===== src/rtl/pt_walker_pkg.sv =====
package pt_walker_pkg;

    // Entry flag positions (decoded by software, so positions are fixed)
    localparam int FLAG_PRESENT = 0;
    localparam int FLAG_WRITE   = 1;
    localparam int FLAG_USER    = 2;
    localparam int FLAG_ACCESS  = 5;
    localparam int FLAG_DIRTY   = 6;

    typedef enum logic [1:0] {
        CAUSE_NONE   = 2'd0,
        CAUSE_ABSENT = 2'd1,
        CAUSE_PRIV   = 2'd2,
        CAUSE_WPROT  = 2'd3
    } fault_cause_e;

    typedef enum logic [2:0] {
        ST_IDLE,
        ST_TOP_RD,
        ST_TOP_WAIT,
        ST_LEAF_RD,
        ST_LEAF_WAIT,
        ST_TOP_WB,
        ST_LEAF_WB,
        ST_RESP
    } walk_state_e;

endpackage


===== src/rtl/pt_entry_addr.sv =====
module pt_entry_addr #(
    parameter int ENT_W = 32,
    parameter int IDX_W = 10
) (
    input  logic [ENT_W-1:0] base_i,
    input  logic [IDX_W-1:0] idx_i,
    output logic [ENT_W-1:0] addr_o
);
    localparam int SHIFT = $clog2(ENT_W / 8);

    always_comb begin
        addr_o = base_i + (ENT_W'(idx_i) << SHIFT);
    end
endmodule


===== src/rtl/pt_perm_check.sv =====
module pt_perm_check
    import pt_walker_pkg::*;
(
    input  logic         present_i,
    input  logic         writable_i,
    input  logic         user_ok_i,
    input  logic         user_i,
    input  logic         write_i,
    output fault_cause_e cause_o
);
    always_comb begin
        if (!present_i) begin
            cause_o = CAUSE_ABSENT;
        end else if (user_i && !user_ok_i) begin
            cause_o = CAUSE_PRIV;
        end else if (user_i && write_i && !writable_i) begin
            cause_o = CAUSE_WPROT;
        end else begin
            cause_o = CAUSE_NONE;
        end
    end
endmodule


===== src/rtl/pt_entry_update.sv =====
module pt_entry_update
    import pt_walker_pkg::*;
#(
    parameter int ENT_W = 32
) (
    input  logic [ENT_W-1:0] ent_i,
    input  logic             set_dirty_i,
    output logic [ENT_W-1:0] ent_o,
    output logic             need_wb_o
);
    always_comb begin
        ent_o = ent_i;
        ent_o[FLAG_ACCESS] = 1'b1;
        if (set_dirty_i) begin
            ent_o[FLAG_DIRTY] = 1'b1;
        end
        need_wb_o = (ent_o != ent_i);
    end
endmodule


===== src/rtl/pt_walker.sv =====
module pt_walker
    import pt_walker_pkg::*;
#(
    parameter int IDX_W = 10,
    parameter int OFF_W = 12,
    parameter int ENT_W = 32
) (
    input  logic                       clk,
    input  logic                       rst_n,
    input  logic [ENT_W-1:0]           dir_base_i,
    input  logic                       req_valid_i,
    output logic                       req_ready_o,
    input  logic [2*IDX_W+OFF_W-1:0]   req_vaddr_i,
    input  logic                       req_user_i,
    input  logic                       req_write_i,
    output logic                       rsp_valid_o,
    input  logic                       rsp_ready_i,
    output logic [ENT_W-1:0]           rsp_paddr_o,
    output logic                       rsp_fault_o,
    output logic [1:0]                 rsp_cause_o,
    output logic                       rsp_level_o,
    output logic [2*IDX_W+OFF_W-1:0]   rsp_vaddr_o,
    output logic                       mem_req_valid_o,
    input  logic                       mem_req_ready_i,
    output logic                       mem_req_write_o,
    output logic [ENT_W-1:0]           mem_req_addr_o,
    output logic [ENT_W-1:0]           mem_req_wdata_o,
    input  logic                       mem_rsp_valid_i,
    input  logic [ENT_W-1:0]           mem_rsp_rdata_i
);
    localparam int VA_W    = 2 * IDX_W + OFF_W;
    localparam int FRAME_W = ENT_W - OFF_W;
    localparam int LEVELS  = 2;

    typedef struct packed {
        walk_state_e       st;
        logic [VA_W-1:0]   vaddr;
        logic              user;
        logic              write;
        logic [ENT_W-1:0]  base;
        logic [ENT_W-1:0]  top_ent;
        logic [ENT_W-1:0]  leaf_ent;
        logic              fault;
        fault_cause_e      cause;
        logic              level;
    } walk_regs_t;

    walk_regs_t q, d;

    // Per-level entry addressing and write-back value
    logic [LEVELS-1:0][ENT_W-1:0] lvl_base;
    logic [LEVELS-1:0][IDX_W-1:0] lvl_idx;
    logic [LEVELS-1:0][ENT_W-1:0] lvl_addr;
    logic [LEVELS-1:0][ENT_W-1:0] lvl_cur;
    logic [LEVELS-1:0][ENT_W-1:0] lvl_new;
    logic [LEVELS-1:0]            lvl_dirty;
    logic [LEVELS-1:0]            lvl_need;

    always_comb begin
        lvl_base[0]  = q.base;
        lvl_base[1]  = {q.top_ent[ENT_W-1:OFF_W], {OFF_W{1'b0}}};
        lvl_idx[0]   = q.vaddr[VA_W-1 -: IDX_W];
        lvl_idx[1]   = q.vaddr[OFF_W +: IDX_W];
        lvl_cur[0]   = q.top_ent;
        lvl_cur[1]   = (q.st == ST_LEAF_WAIT) ? mem_rsp_rdata_i : q.leaf_ent;
        lvl_dirty[0] = 1'b0;
        lvl_dirty[1] = q.write;
    end

    for (genvar g = 0; g < LEVELS; g++) begin : g_lvl
        pt_entry_addr #(
            .ENT_W (ENT_W),
            .IDX_W (IDX_W)
        ) u_addr (
            .base_i (lvl_base[g]),
            .idx_i  (lvl_idx[g]),
            .addr_o (lvl_addr[g])
        );

        pt_entry_update #(
            .ENT_W (ENT_W)
        ) u_upd (
            .ent_i       (lvl_cur[g]),
            .set_dirty_i (lvl_dirty[g]),
            .ent_o       (lvl_new[g]),
            .need_wb_o   (lvl_need[g])
        );
    end

    // Checks apply to whichever entry is arriving on the read port
    fault_cause_e rd_cause;

    pt_perm_check u_perm (
        .present_i  (mem_rsp_rdata_i[FLAG_PRESENT]),
        .writable_i (mem_rsp_rdata_i[FLAG_WRITE]),
        .user_ok_i  (mem_rsp_rdata_i[FLAG_USER]),
        .user_i     (q.user),
        .write_i    (q.write),
        .cause_o    (rd_cause)
    );

    // Next-state computation
    always_comb begin
        d = q;
        unique case (q.st)
            ST_IDLE: begin
                if (req_valid_i) begin
                    d.vaddr = req_vaddr_i;
                    d.user  = req_user_i;
                    d.write = req_write_i;
                    d.base  = dir_base_i;
                    d.fault = 1'b0;
                    d.cause = CAUSE_NONE;
                    d.level = 1'b0;
                    d.st    = ST_TOP_RD;
                end
            end
            ST_TOP_RD: begin
                if (mem_req_ready_i) begin
                    d.st = ST_TOP_WAIT;
                end
            end
            ST_TOP_WAIT: begin
                if (mem_rsp_valid_i) begin
                    d.top_ent = mem_rsp_rdata_i;
                    if (rd_cause != CAUSE_NONE) begin
                        d.fault = 1'b1;
                        d.cause = rd_cause;
                        d.level = 1'b0;
                        d.st    = ST_RESP;
                    end else begin
                        d.st = ST_LEAF_RD;
                    end
                end
            end
            ST_LEAF_RD: begin
                if (mem_req_ready_i) begin
                    d.st = ST_LEAF_WAIT;
                end
            end
            ST_LEAF_WAIT: begin
                if (mem_rsp_valid_i) begin
                    d.leaf_ent = mem_rsp_rdata_i;
                    if (rd_cause != CAUSE_NONE) begin
                        d.fault = 1'b1;
                        d.cause = rd_cause;
                        d.level = 1'b1;
                        d.st    = ST_RESP;
                    end else if (lvl_need[0]) begin
                        d.st = ST_TOP_WB;
                    end else if (lvl_need[1]) begin
                        d.st = ST_LEAF_WB;
                    end else begin
                        d.st = ST_RESP;
                    end
                end
            end
            ST_TOP_WB: begin
                if (mem_req_ready_i) begin
                    d.st = lvl_need[1] ? ST_LEAF_WB : ST_RESP;
                end
            end
            ST_LEAF_WB: begin
                if (mem_req_ready_i) begin
                    d.st = ST_RESP;
                end
            end
            ST_RESP: begin
                if (rsp_ready_i) begin
                    d.st = ST_IDLE;
                end
            end
            default: d.st = ST_IDLE;
        endcase
    end

    always_ff @(posedge clk or negedge rst_n) begin
        if (!rst_n) begin
            q <= '0;
        end else begin
            q <= d;
        end
    end

    // Outputs driven from registered state
    always_comb begin
        req_ready_o     = (q.st == ST_IDLE);
        mem_req_valid_o = 1'b0;
        mem_req_write_o = 1'b0;
        mem_req_addr_o  = lvl_addr[0];
        mem_req_wdata_o = '0;
        unique case (q.st)
            ST_TOP_RD: begin
                mem_req_valid_o = 1'b1;
            end
            ST_LEAF_RD: begin
                mem_req_valid_o = 1'b1;
                mem_req_addr_o  = lvl_addr[1];
            end
            ST_TOP_WB: begin
                mem_req_valid_o = 1'b1;
                mem_req_write_o = 1'b1;
                mem_req_wdata_o = lvl_new[0];
            end
            ST_LEAF_WB: begin
                mem_req_valid_o = 1'b1;
                mem_req_write_o = 1'b1;
                mem_req_addr_o  = lvl_addr[1];
                mem_req_wdata_o = lvl_new[1];
            end
            default: begin
            end
        endcase

        rsp_valid_o = (q.st == ST_RESP);
        rsp_fault_o = q.fault;
        rsp_cause_o = q.cause;
        rsp_level_o = q.level;
        rsp_vaddr_o = q.vaddr;
        rsp_paddr_o = q.fault ? '0
                              : {q.leaf_ent[ENT_W-1 -: FRAME_W], q.vaddr[OFF_W-1:0]};
    end

endmodule


===== config.mk =====
export PLATFORM = sky130hd
export DESIGN_NAME = pt_walker
export DESIGN_NICKNAME = d
export VERILOG_FILES = /design/src/rtl/pt_walker_pkg.sv /design/src/rtl/pt_entry_addr.sv /design/src/rtl/pt_perm_check.sv /design/src/rtl/pt_entry_update.sv /design/src/rtl/pt_walker.sv
export SDC_FILE = /design/constraint.sdc
export NUM_CORES = 1
export LEC_CHECK = 0
export ABC_AREA = 0
export BUFFER_PORTS_ARGS = -buffer_cell sky130_fd_sc_hd__buf_2
export CAP_MARGIN = 30
export CORE_MARGIN = 4
export CORE_UTILIZATION = 40
export CTS_CLUSTER_DIAMETER = 60
export DETAILED_ROUTE_END_ITERATION = 6
export GPL_TIMING_DRIVEN = 0
export SLEW_MARGIN = 40
export SYNTH_ARGS = -nofsm -noshare
export SYNTH_HDL_FRONTEND = slang
export SYNTH_HIERARCHICAL = 1
export SYNTH_SLANG_ARGS = --single-unit

===== constraint.sdc =====
create_clock -name clk -period 3.3 [get_ports clk]
set_input_delay 0.33 -clock clk [delete_from_list [all_inputs] [get_ports clk]]
set_output_delay 0.33 -clock clk [all_outputs]
set_load 0.02 [all_outputs]

==> key figures, run 1 <==
Placed design
  • DP Cell Count: 1386
  • Placed Area: 11100 µm²
  • I/O Buffers: 239
  • Placer Congestion: 0.782
  • Hpwl dp: 18800 µm

Timing
  • Pins Over Slew Limit: 0
  • Tcrit/Tclk final: 98.4%
  • Fmax: 308 MHz
  • Final setup violation count: 0
  • RSZ-0062 raised after global routing: true
  • Worst-Margin Slew: 0.619 ns
  • Hold WS: 0.129 ns
  • Final setup TNS: 0 ns
  • Min Clock Period, post-route: 3.25 ns
  • Relative slew slack: 58.7%
  • Clock skew: 0.00786 ns
  • Final Hold Fails: 0

CTS
  • H-tree depth: 4
  • Clk root buf: clkbuf_16
  • Clock-pin slew on the worst setup and hold paths: 0.07 ns
  • Total CTS buffers: 17
  • Clock Path Buffers: 2
  • CTS Sinks: 137
  • Insertion delay to the later sink of the worst-skew pair: 0.43 ns
  • CTS tree: yes

Pwr
  • Switching pwr: 5.75 mW
  • Leak Pwr: 5.86 nW
  • Int Pwr: 7.73 mW
  • Reg power frac: 24.0%
  • Switching fraction of total power: 42.6%
  • Logic pwr share: 61.6%
  • Worst VDD drop: 0.817 mV
  • Power density cells: 1140 nW/µm²
  • Clock power share: 14.5%

Floorplan
  • Die ar.: 26100 µm²
  • Starting Density: 41.2%
  • Core area: 22900 µm²
  • Chip width: 162 µm
  • Die height: 162 µm
  • # rows: 55
  • I/O pins: 240

Synth
  • Number of synthesized flops with an enable pin: 0
  • Mapped Cells: 818
  • Synth cell types: 58
  • Post-synthesis sequential area ratio: 36.3%
  • Yosys reg bits: 137
  • Synthesized area: 9440 µm²
  • Mean Syn Cell Area: 11.5 µm²
  • Synth warn: 6
  • FFs w/ async S/R, synth: 100%
  • Ys flop type: dfrtp_1

Drt
  • DR vias: 6839
  • 1st-pass router iterations: 4
  • WL/cell: 17.3 µm
  • Antenna Nets Post-Route: 0
  • DR iter-0 viols: 240
  • Total Wirelength: 24700 µm
  • Drc violations: 0
  • DR vias/cell: 4.80

Setup path
  • Crit start category: register
  • Critical path class: register to output port
  • CP Capture Type: output port
  • CP Max Fanout: 8
  • Req. time, crit path: 2.97 ns
  • CP Data Arrival Time: 2.92 ns

Job
  • Max-cap violations: 0

Final layout
  • Layout Utilization: 51.8%
  • Area Overhead vs Synth: 25.7%
  • Final Cell Area: 11900 µm²
  • Share of cells above drive strength 1: 58.4%
  • Nets: 1224
  • Final cell count without fillers: 1424
  • N_diodes: 0

Global routing
  • Grt total ovfl: 0
  • Largest net degree at the start of global routing: 70
  • Initial antenna violation count: 3
  • Vias in the first global route: 6766
  • Global-route wire length before repair: 37800 µm
  • Gr usage total: 18.5%

Status
  • Status: finished clean

Min path
  • Hold Path Class: input port to register
-- per-stage QoR --
step / power (mW) / worst slack, ns
floorplan: 9.18 / 0.695
global placement: 11.3 / -0.229
detailed placement: 11.4 / 0.122
CTS: 13.4 / 0.00160
global route: 14.4 / -0.0909
finish: 13.5 / 0.0520
-- Yosys cell counts, types with 4 or more instances --
cell	number	area [µm²]
ha_1	20	250
clkbuf_4	4	30.0
o21ai_1	6	30.0
o2111ai_2	4	60.1
mux2_2	158	1780
dfrtp_1	137	3430
nor2_1	11	41.3
o211ai_2	12	150
a21o_1	8	60.1
inv_1	13	48.8
clkbuf_1	7	26.3
and3_1	9	56.3
buf_2	12	60.1
and3_4	6	67.6
mux2_4	29	435
nand3_1	9	45.0
nand4_1	8	50.1
nand2b_1	6	37.5
buf_4	109	818
a21oi_1	21	105
nand2_1	19	71.3
nor2b_1	36	225
o211ai_1	4	30.0
a22o_1	32	280
mux2_1	9	101
xor2_1	9	78.8
a211o_1	4	35.0
buf_6	5	56.3
xnor2_1	50	438
o21ai_0	12	60.1
-- final cells by class --
| type | count | area, µm² |
|---|---|---|
| Clock buffer | 18 | 439 |
| Fill cell | 2133 | 11000 |
| Inverter | 13 | 48.8 |
| Sequential cell | 137 | 3430 |
| Clock inverter | 14 | 151 |
| Timing Repair Buffer | 247 | 1350 |
| Multi-Input combinational cell | 540 | 4990 |
| Tap cell | 313 | 392 |
| Buffer | 142 | 1070 |
-- cell families (layout without fill, tap and decap cells) --
family          count (synthesis)  after routing  synth area share [%]
flops                         137            137                  36.3
fa+ha+maj                      22             22                  3.07
compound gates                116            116                  9.77
buf+inv                       155            434                  11.9
other cells                     3             17                 0.119
simple gates                  127            127                  8.54
mux                           199            199                  24.9
xor+xnor                       59             59                  5.47
-- per-layer routing --
layer	part of all wire, %	wire length [µm]	vias to the layer above	GRT usage (%)
li1	-	-	3364	-
met3	7.1	1740	21	5.41
met2	46	11500	195	30.1
met1	46	11200	3253	24.7
met4	0.88	217	6	4.04
met5	0.14	34	-	0
-- power by group through the flow --
stage	logic (mW)	registers, mW	clock network, mW
2_1_floorplan	6.15	3.03	0
3_5_place_dp	8.10	3.27	0
6_report	8.30	3.23	1.95
3_3_place_gp	8.05	3.24	0
4_1_cts	8.19	3.25	2.00
5_1_grt	8.95	3.36	2.07
-- path summary, 6_finish.rpt --
| kind | start | slack, ns | depth (start not counted) | to |
|---|---|---|---|---|
| worst max-delay path | lvl_base[2]$_DFFE_PN0P_ | 0.05 | 12 | mem_req_addr_o[18] |
| worst min-delay path | dir_base_i[15] | 0.13 | 2 | lvl_base[15]$_DFFE_PN0P_ |
| worst max register to register | q[134]$_DFFE_PN0P_ | 1.00 | 9 | q[134]$_DFFE_PN0P_ |
| worst min register to register | q[10]$_DFFE_PN0P_ | 0.49 | 1 | q[10]$_DFFE_PN0P_ |
| max in group asynchronous | rst_n | 2.45 | 3 | q[5]$_DFFE_PN0P_ |
| min in group asynchronous | rst_n | 0.29 | 2 | lvl_base[9]$_DFFE_PN0P_ |
-- state kept, by name, indices dropped and copies added, names as in the netlist --
signal,cells
rsp_cause_o,2
rsp_level_o,1
rsp_fault_o,1
lvl_dirty,1
lvl_cur,12
rsp_vaddr_o,32
q,36
lvl_base,52
-- what timing repair did --
action	4_1_cts	5_1_grt
endpoints found under the setup margin	9	10
hold buffers	1	0
pin swaps	3	12
hold endpoints to repair	137	0
buffers inserted	2	3
gates resized for setup	5	20
-- placed cells by master (no fill, tap or decap), types with 6 or more instances in the layout --
cell type / instances
inv_1: 12
buf_6: 11
o211ai_2: 12
buf_4: 115
mux2_4: 34
a21oi_1: 20
dfrtp_1: 137
buf_2: 243
o21ai_0: 12
clkbuf_1: 7
nand4_1: 8
mux2_1: 9
nand2_1: 19
conb_1: 17
a21o_1: 8
o21ai_1: 6
clkbuf_16: 17
nor2b_1: 36
ha_1: 18
xor2_1: 9
mux2_2: 153
and3_1: 9
and3_4: 6
a22o_1: 32
nand3_1: 9
nor2_1: 11
xnor2_1: 50
-- critical path: stages (launching register included) --
cell and delay (ns):
dfrtp_1 0.36, ha_2 0.20, inv_2 0.04, fa_2 0.35, nand2b_4 0.16, a21oi_4 0.15
o211ai_1 0.21, a21boi_2 0.20, buf_6 0.15, nand4_1 0.12, xnor2_1 0.16, mux2_4 0.27
buf_6 0.13
(Power assumes the default switching activity.)
==> run 2, diff against run 1 <==
Settings changed: RECOVER_POWER from default to 50, SKIP_CTS_REPAIR_TIMING from default to 1, SLEW_MARGIN 40 to 20.
==> run 2 against run 1 <==
Compared with the run above:
- the run now ends with capacitance limit, slew limit, setup timing left
- clock-buffer cell count shrank 1
- hold slack got worse by 0.0013 ns
- routed wire length increased by 0.77%
- clock power hardly changed
- critical path depth shrank 1
- non-clock buffer count unchanged
- flip-flop and latch count did not move
- cell area fell by 0.99%
- largest cell class unchanged
==> key figures, run 2 (synthesis results as in run 1) <==
Timing
  • Pins Over Slew Limit: 65
  • Final setup TNS: -0.0204 ns
  • Final setup margin: -0.0200 ns
  • Worst-Margin Slew: 1.67 ns
  • Min Clock Period, post-route: 3.32 ns
  • Tcrit/Tclk final: 101%
  • Clock skew: 0.0118 ns
  • Final Hold Fails: 0
  • Final setup violation count: 3
  • Fmax: 301 MHz
  • RSZ-0062 raised after global routing: true
  • Relative slew slack: -11.1%

Drt
  • DR iter-0 viols: 221
  • DR vias/cell: 4.83
  • DR vias: 6873
  • WL/cell: 17.5 µm
  • Antenna Nets Post-Route: 0
  • Drc violations: 0
  • Total Wirelength: 24900 µm
  • 1st-pass router iterations: 4

Min path
  • Hold Path Class: input port to register

CTS
  • Clock Path Buffers: 2
  • CTS Sinks: 137
  • CTS tree: yes
  • Total CTS buffers: 17
  • Clk root buf: clkbuf_16
  • H-tree depth: 4
  • Insertion delay to the later sink of the worst-skew pair: 0.43 ns
  • Clock-pin slew on the worst setup and hold paths: 0.07 ns

Global routing
  • Global-route wire length before repair: 38400 µm
  • Gr usage total: 18.8%
  • Vias in the first global route: 6903
  • GR Util met3: 6.56%
  • Grt total ovfl: 0
  • Largest net degree at the start of global routing: 75
  • Met1 GRT Util: 24.3%
  • Gr busiest metal: met2
  • Initial antenna violation count: 3
  • Met2 Track Usage GR: 30.6%

Placed design
  • Hpwl dp: 18800 µm
  • Placer Congestion: 0.782
  • DP Cell Count: 1385
  • Placed Area: 11100 µm²
  • Dpl ws: 0.124 ns
  • I/O Buffers: 239

Status
  • Status: finished, violations left
  • Failing checks: capacitance limit, slew limit, setup timing

Setup path
  • Slowest CP cell: dfrtp_1
  • CP bufs+invs: 2
  • CP Max Fanout: 8
  • Critical path class: register to output port
  • Critical-path cell list: ha_2 -> inv_2 -> fa_2 -> nand2b_4 -> a21oi_4 -> o211ai_1 -> a21boi_4 -> nand4_1 -> xnor2_1 -> mux2_4 -> buf_6
  • CP peak stage delay: 0.38 ns
  • Req. time, crit path: 2.97 ns
  • Top delay family on crit path: compound AO/OA/AOI/OAI gates
  • CP Capture Type: output port
  • CP Data Arrival Time: 2.99 ns
  • Crit start category: register

Floorplan
  • Core area: 22900 µm²
  • # rows: 55
  • Starting Density: 41.2%
  • Die ar.: 26100 µm²
  • Chip width: 162 µm
  • I/O pins: 240
  • Die height: 162 µm

Final layout
  • Number of fill cells: 2137
  • Share of cells above drive strength 1: 54.1%
  • Most frequent cells in the layout: 204 x buf_2, 152 x mux2_2, 137 x dfrtp_1
  • Final cell count without fillers: 1424
  • N_diodes: 0
  • Commonest non-fill, non-tap cell in the layout: buf_2
  • Nets: 1224
  • Max reg flops: 52
  • Area Overhead vs Synth: 24.5%
  • Final Cell Area: 11800 µm²

Pwr
  • Leak Pwr: 5.68 nW
  • Worst VDD drop: 0.894 mV
  • Power density cells: 1150 nW/µm²

Job
  • Max-cap violations: 1
-- run 2: cell count changes in the layout (fill, tap and decap cells not counted), moves of 2 or more --
cell	previous run	this run
clkbuf_1	7	53
buf_2	243	204
buf_16	2	0
buf_4	115	113
buf_6	11	9
buf_8	2	0
clkinv_8	0	2
inv_6	5	3
inv_8	4	6
nor3_1	1	3
-- run 2: worst paths after layout --
check | start | endpoint | slack (ns) | cells after the start
worst min-delay path | dir_base_i[19] | lvl_base[19]$_DFFE_PN0P_ | 0.13 | 2
worst max register to register | q[136]$_DFFE_PN0P_ | rsp_vaddr_o[18]$_DFFE_PN0P_ | 0.70 | 7
max in group asynchronous | rst_n | lvl_base[44]$_DFFE_PN0P_ | 0.50 | 3
min in group asynchronous | rst_n | lvl_base[8]$_DFFE_PN0P_ | 0.85 | 2
worst min register to register | q[10]$_DFFE_PN0P_ | q[10]$_DFFE_PN0P_ | 0.48 | 1
worst max-delay path | rsp_vaddr_o[22]$_DFFE_PN0P_ | mem_req_addr_o[18] | -0.02 | 11
-- run 2: layout make-up --
class | count | area (µm²) | area share [%]
clock inverter | 15 | 180 | 1.53
multi-input combinational | 540 | 4990 | 42.5
sequential | 137 | 3430 | 29.2
timing repair buffer | 247 | 1240 | 10.6
clock buffer | 17 | 425 | 3.62
buffer | 142 | 1040 | 8.85
inverter | 13 | 48.8 | 0.415
tap | 313 | 392 | 3.33
-- run 2: through the flow --
| stage | power (mW) | util (%) | hold slack [ns] |
|---|---|---|---|
| 2_1_floorplan | 9.18 | - | 0.0344 |
| 3_3_place_gp | 11.3 | 48.4 | 0.464 |
| 3_5_place_dp | 11.4 | 48.5 | 0.311 |
| 4_1_cts | 13.4 | 51.2 | -0.152 |
| 5_1_grt | 14.4 | 51.3 | 0.107 |
| 6_report | 13.5 | 51.3 | 0.127 |
-- run 2: worst reg2reg max path: stages (launching register included) --
cell and delay (ns):
dfrtp_1 0.36, clkbuf_1 0.18, nor3_1 0.29, and2_0 0.17, clkbuf_1 0.22, clkbuf_1 0.70, buf_12 0.25, mux2_4 0.31
-- run 2: report_power, final --
part           internal, mW  total [mW]  leakage (nW)  switching (mW)
clock                  1.09        1.98         0.292           0.895
combinational          4.11        8.30          3.71            4.19
sequential             2.49        3.23          1.68           0.741
total                  7.69        13.5          5.68            5.83
-- run 2: layer usage --
layer	vias to the layer above	routed length (µm)
met5	-	41
met4	6	222
met3	20	1860
met2	168	11700
met1	3324	11100
li1	3355	-
